### src/rtl/svt_pkg.sv
package svt_pkg;

  typedef enum logic {
    MUL3 = 1'b0,
    MUL4 = 1'b1
  } mul_mode_e;

  // Physical lines spent on one source row.
  function automatic int lines_per_row(mul_mode_e m);
    return (m == MUL4) ? 4 : 3;
  endfunction

  // True when pos lies in [lo, lo+len).
  function automatic logic in_window(int pos, int lo, int len);
    return (pos >= lo) && (pos < lo + len);
  endfunction

endpackage

### src/rtl/svt_hcount.sv
module svt_hcount #(
  parameter int HT = 336,
  localparam int HW = $clog2(HT)
) (
  input  logic          clk,
  input  logic          rst_n,
  output logic [HW-1:0] h,
  output logic          line_end
);

  assign line_end = (h == HW'(HT - 1));

  always_ff @(posedge clk or negedge rst_n) begin
    if (!rst_n)        h <= '0;
    else if (line_end) h <= '0;
    else               h <= h + 1'b1;
  end

endmodule

### src/rtl/svt_vcount.sv
module svt_vcount
  import svt_pkg::*;
#(
  parameter int VT    = 806,
  parameter int V_ACT = 768,
  parameter int ROW_W = 8,
  localparam int VW   = $clog2(VT)
) (
  input  logic             clk,
  input  logic             rst_n,
  input  logic             line_end,
  input  logic             mode_in,
  output logic [VW-1:0]    v,
  output logic [ROW_W-1:0] row,
  output logic             frame_end
);

  mul_mode_e  mode_q;
  logic [1:0] sub;
  logic [1:0] sub_lim;
  logic       advance;

  assign frame_end = line_end && (v == VW'(VT - 1));
  assign sub_lim   = 2'(lines_per_row(mode_q) - 1);
  // Rows move on only between two active lines.
  assign advance   = line_end && (int'(v) < V_ACT - 1);

  always_ff @(posedge clk or negedge rst_n) begin
    if (!rst_n) begin
      v      <= '0;
      sub    <= '0;
      row    <= '0;
      mode_q <= MUL3;
    end else if (frame_end) begin
      v      <= '0;
      sub    <= '0;
      row    <= '0;
      mode_q <= mul_mode_e'(mode_in);
    end else if (line_end) begin
      v <= v + 1'b1;
      if (advance) begin
        if (sub == sub_lim) begin
          sub <= '0;
          row <= row + 1'b1;
        end else begin
          sub <= sub + 1'b1;
        end
      end
    end
  end

endmodule

### src/rtl/svt_cediv.sv
module svt_cediv #(
  parameter int CE_DIV = 8,
  localparam int CW    = (CE_DIV > 1) ? $clog2(CE_DIV) : 1
) (
  input  logic clk,
  input  logic rst_n,
  output logic ce
);

  logic [CW-1:0] cnt;

  assign ce = (cnt == CW'(CE_DIV - 1));

  always_ff @(posedge clk or negedge rst_n) begin
    if (!rst_n)  cnt <= '0;
    else if (ce) cnt <= '0;
    else         cnt <= cnt + 1'b1;
  end

endmodule

### src/rtl/scanmul_vga_timer.sv
module scanmul_vga_timer
  import svt_pkg::*;
#(
  parameter int H_ACT  = 256,
  parameter int H_FP   = 6,
  parameter int H_SYNC = 34,
  parameter int H_BP   = 40,
  parameter int V_ACT  = 768,
  parameter int V_FP   = 3,
  parameter int V_SYNC = 6,
  parameter int V_BP   = 29,
  parameter int CE_DIV = 8,
  localparam int HT    = H_ACT + H_FP + H_SYNC + H_BP,
  localparam int VT    = V_ACT + V_FP + V_SYNC + V_BP,
  localparam int COL_W = $clog2(H_ACT),
  localparam int ROW_W = $clog2(V_ACT / 3),
  localparam int HW    = $clog2(HT),
  localparam int VW    = $clog2(VT)
) (
  input  logic             clk_pix,
  input  logic             rst_n,
  input  logic             quad_mode,
  output logic             hsync_n,
  output logic             vsync_n,
  output logic             disp_en,
  output logic [COL_W-1:0] src_col,
  output logic [ROW_W-1:0] src_row,
  output logic             cpu_ce
);

  logic [HW-1:0] h;
  logic [VW-1:0] v;
  logic          line_end;
  logic          frame_end;
  logic          h_vis;
  logic          v_vis;

  svt_hcount #(.HT(HT)) u_h (
    .clk(clk_pix), .rst_n(rst_n), .h(h), .line_end(line_end)
  );

  svt_vcount #(.VT(VT), .V_ACT(V_ACT), .ROW_W(ROW_W)) u_v (
    .clk(clk_pix), .rst_n(rst_n), .line_end(line_end), .mode_in(quad_mode),
    .v(v), .row(src_row), .frame_end(frame_end)
  );

  svt_cediv #(.CE_DIV(CE_DIV)) u_ce (
    .clk(clk_pix), .rst_n(rst_n), .ce(cpu_ce)
  );

  assign h_vis   = int'(h) < H_ACT;
  assign v_vis   = int'(v) < V_ACT;
  assign disp_en = h_vis && v_vis;
  assign src_col = h_vis ? h[COL_W-1:0] : '0;
  assign hsync_n = !in_window(int'(h), H_ACT + H_FP, H_SYNC);
  assign vsync_n = !in_window(int'(v), V_ACT + V_FP, V_SYNC);

endmodule

### config.mk
export PLATFORM = sky130hd
export DESIGN_NAME = scanmul_vga_timer
export DESIGN_NICKNAME = d
export VERILOG_FILES = /design/src/rtl/svt_pkg.sv /design/src/rtl/svt_hcount.sv /design/src/rtl/svt_vcount.sv /design/src/rtl/svt_cediv.sv /design/src/rtl/scanmul_vga_timer.sv
export SDC_FILE = /design/constraint.sdc
export NUM_CORES = 1
export LEC_CHECK = 0
export CORE_MARGIN = 1
export CORE_UTILIZATION = 40
export CTS_CLUSTER_SIZE = 28
export DETAILED_ROUTE_END_ITERATION = 12
export GPL_TIMING_DRIVEN = 0
export SETUP_SLACK_MARGIN = 0.2
export SLEW_MARGIN = 25
export SYNTH_ARGS = -nofsm -noshare
export SYNTH_HDL_FRONTEND = slang
export SYNTH_SLANG_ARGS = --single-unit
### constraint.sdc
create_clock -name clk_pix -period 4.86 [get_ports clk_pix]
set_input_delay 0.486 -clock clk_pix [delete_from_list [all_inputs] [get_ports clk_pix]]
set_output_delay 0.486 -clock clk_pix [all_outputs]
set_load 0.01 [all_outputs]
==> impl_metrics.yaml <==
setup_path:
  cp.arrival_ps: 1950
  worstSetupStartpointType: "flop"
  worstSetupPathType: "flop to primary output"
  ff2ff_setup_slack_ps: 2760
  end_kind: "primary output"
  required_ps: 4370
  path_max_fanout: 10
  r2r_cells: 6
global_route:
  grt_max_degree: 24
  antenna_found_initial: 0
  grt.total_usage_pct: 18.3
  grt-ovfl-total: 0
  grt_pass1_wl_um: 7000
  first_global_vias: 1448
route:
  firstDrtPassIters: 4
  wirelength_um: 4010
  avgRoutedWirePerCell_um: 14.2
  ant_nets: 0
  drtIter0Drc: 139
  vias: 1550
  drc_errors: 0
  via_per_inst: 5.50
synth:
  synth-edff-count: 0
  yosysTopAreaCell: "dfrtp_1"
  yosysUniqueCellTypes: 44
  synth.cells.most_frequent: "dfrtp_1 (33), o21ai_0 (23), nand2_1 (15), nand3_1 (12), nor2_1 (12)"
  ys_seq_elements: 33
  ys_warn_count: 0
  avgSynthCellArea_um2: 9.25
  synth.most_common_cell: "dfrtp_1"
  synth_top_area_share_pct: 44.9
  seq_area_frac_synth_pct: 44.9
  synthArstFlopShare_pct: 100
  synth_ff_type: "dfrtp_1"
  syn_inst: 199
  synth_top_cells_by_area: "dfrtp_1 (45%), o21ai_0 (6.3%), ha_1 (4.8%), nand4_1 (3.4%), nand3_1 (3.3%)"
  synth_nets: 209
  synth_area_um2: 1840
timing:
  fin_crit_ps: 2430
  max_clock_freq_mhz: 411
  whs_ps: 69.6
  rsz0062_at_grt: "no"
  final.period_utilization_pct: 50.1
  final-max-slew-violation-count: 0
  fin_worst_skew_ps: 5.38
  hold_viol: 0
  tightest_slew_ps: 669
  fin_ws_ps: 2430
  setup_violations: 0
  setup-tns-final_ps: 0
  max_slew_margin_pct: 55.0
clock_network:
  root_buffer: "clkbuf_8"
  hold_buffers: 0
  cts_setup_buffers: 0
  cts_resized: 0
  cts_tree: "yes"
  clockBufferDepth: 2
  clkSlewWorstSetupHoldPaths_ps: 70
  cts_made_buffers: 5
  insertion_delay_ps: 290
  cts.sinks: 33
  cts_max_level: 2
pwr:
  switching_share_pct: 23.0
  intPower_w: 0.000376
  ir_drop_mv: 0.156
  pwr_density_cell_nw_per_um2: 219
  leakage_nw: 0.928
  combPwrFrac_pct: 1.8
  p_switching_w: 0.000113
  p_clk_share_pct: 42.0
  power_frac_seq_pct: 56.1
floorplanning:
  initial_core_util_pct: 42.0
  core_um2: 4380
  die_y_um: 69.8
  io_pins: 23
  std_cell_rows: 24
  fp.dieArea_um2: 4880
  die_w_um: 69.8
placed_design:
  hpwl_um: 2840
  placed_area_um2: 2150
  gp_congestion: 0.811
  port_buffers: 22
  dp_slack_ps: 2720
status:
  run_status: "finished clean"
final_layout:
  antennaDiodeCount: 0
  final_area_um2: 2230
  drive_above_1_share_pct: 8.70
  nNetsFinal: 239
  area_growth_pct: 21.4
  fin_util_pct: 51.0
  fill_cells: 431
hold_path:
  worst_hold_path_type: "input port to async pin"
run:
  cap_violations: 0
routing by layer:
metal	wire length (um)	vias to the layer above	track usage, %
met5	0	-	0
met4	52	0	8.00
met3	142	5	4.22
met2	1680	32	24.5
met1	2140	728	27.8
li1	-	785	-
critical path, stage by stage, from the launching register on:
cell and delay [ps]:
dfrtp_1 400, clkbuf_1 220, a2111o_1 420, nand4_1 90, clkdlybuf4s50_1 530
final timing paths:
kind                        startpoint     endpoint
max reg2reg                   u_v.v[0]   u_v.row[1]
min in group clk_pix       u_ce.cnt[0]  u_ce.cnt[0]
min reg2reg                u_ce.cnt[0]  u_ce.cnt[0]
max in group asynchronous        rst_n   u_v.row[4]
max                           u_h.h[4]      hsync_n
min                              rst_n     u_v.v[3]
layout by cell type, fill, tap and decap left out, types with 5 or more instances in the layout:
cell type        count
a21oi_1             10
clkbuf_1             6
clkbuf_8             5
clkdlybuf4s50_1     21
dfrtp_1             33
ha_1                 7
inv_1                6
nand2_1             15
nand3_1             12
nand4_1             10
nor2_1              12
nor2b_1              9
o21ai_0             23
registers in the layout (all words and copies together) (netlist names):
name and cells:
u_v.mode_q 1, u_h.h 9, u_ce.cnt 3, u_v.sub 2
u_v.row 8, u_v.v 10
metrics by stage:
| step | power [W] | cells |
|---|---|---|
| 6_report | 0.000489 | 282 |
| 5_1_grt | 0.000509 | 282 |
| 4_1_cts | 0.000495 | 282 |
| 3_5_place_dp | 0.000289 | 274 |
| 3_3_place_gp | 0.000287 | 273 |
| 2_1_floorplan | 0.000280 | 199 |
power groups by stage:
| stage | Clock [W] | Sequential [W] | Combinational [W] |
|---|---|---|---|
| after CTS | 0.000211 | 0.000274 | 0.00000972 |
| after floorplan | 0 | 0.000280 | 0.0000000107 |
| final | 0.000206 | 0.000274 | 0.00000902 |
| after global placement | 0 | 0.000280 | 0.00000734 |
| after global routing | 0.000225 | 0.000274 | 0.0000106 |
| after detailed placement | 0 | 0.000280 | 0.00000969 |
final cells by class:
type / count / area (um2) / share of cell area, %
Multi-Input combinational cell: 150 / 943 / 42.2
Sequential cell: 33 / 826 / 37.0
Timing Repair Buffer: 23 / 243 / 10.9
Clock buffer: 5 / 68.8 / 3.08
Tap cell: 52 / 65.1 / 2.91
Buffer: 10 / 48.8 / 2.18
Inverter: 6 / 22.5 / 1.01
Clock inverter: 3 / 17.5 / 0.784
kinds of logic (layout without fill, tap and decap cells):
family / after synthesis / after routing / share of synthesized area (%)
simple gates: 85 / 85 / 26.5
compound gates: 50 / 50 / 16.2
buf+inv: 16 / 47 / 3.87
fa+ha+maj: 7 / 7 / 4.76
flops: 33 / 33 / 44.9
xor+xnor: 8 / 8 / 3.81
Power figures use the tool's default switching activity.
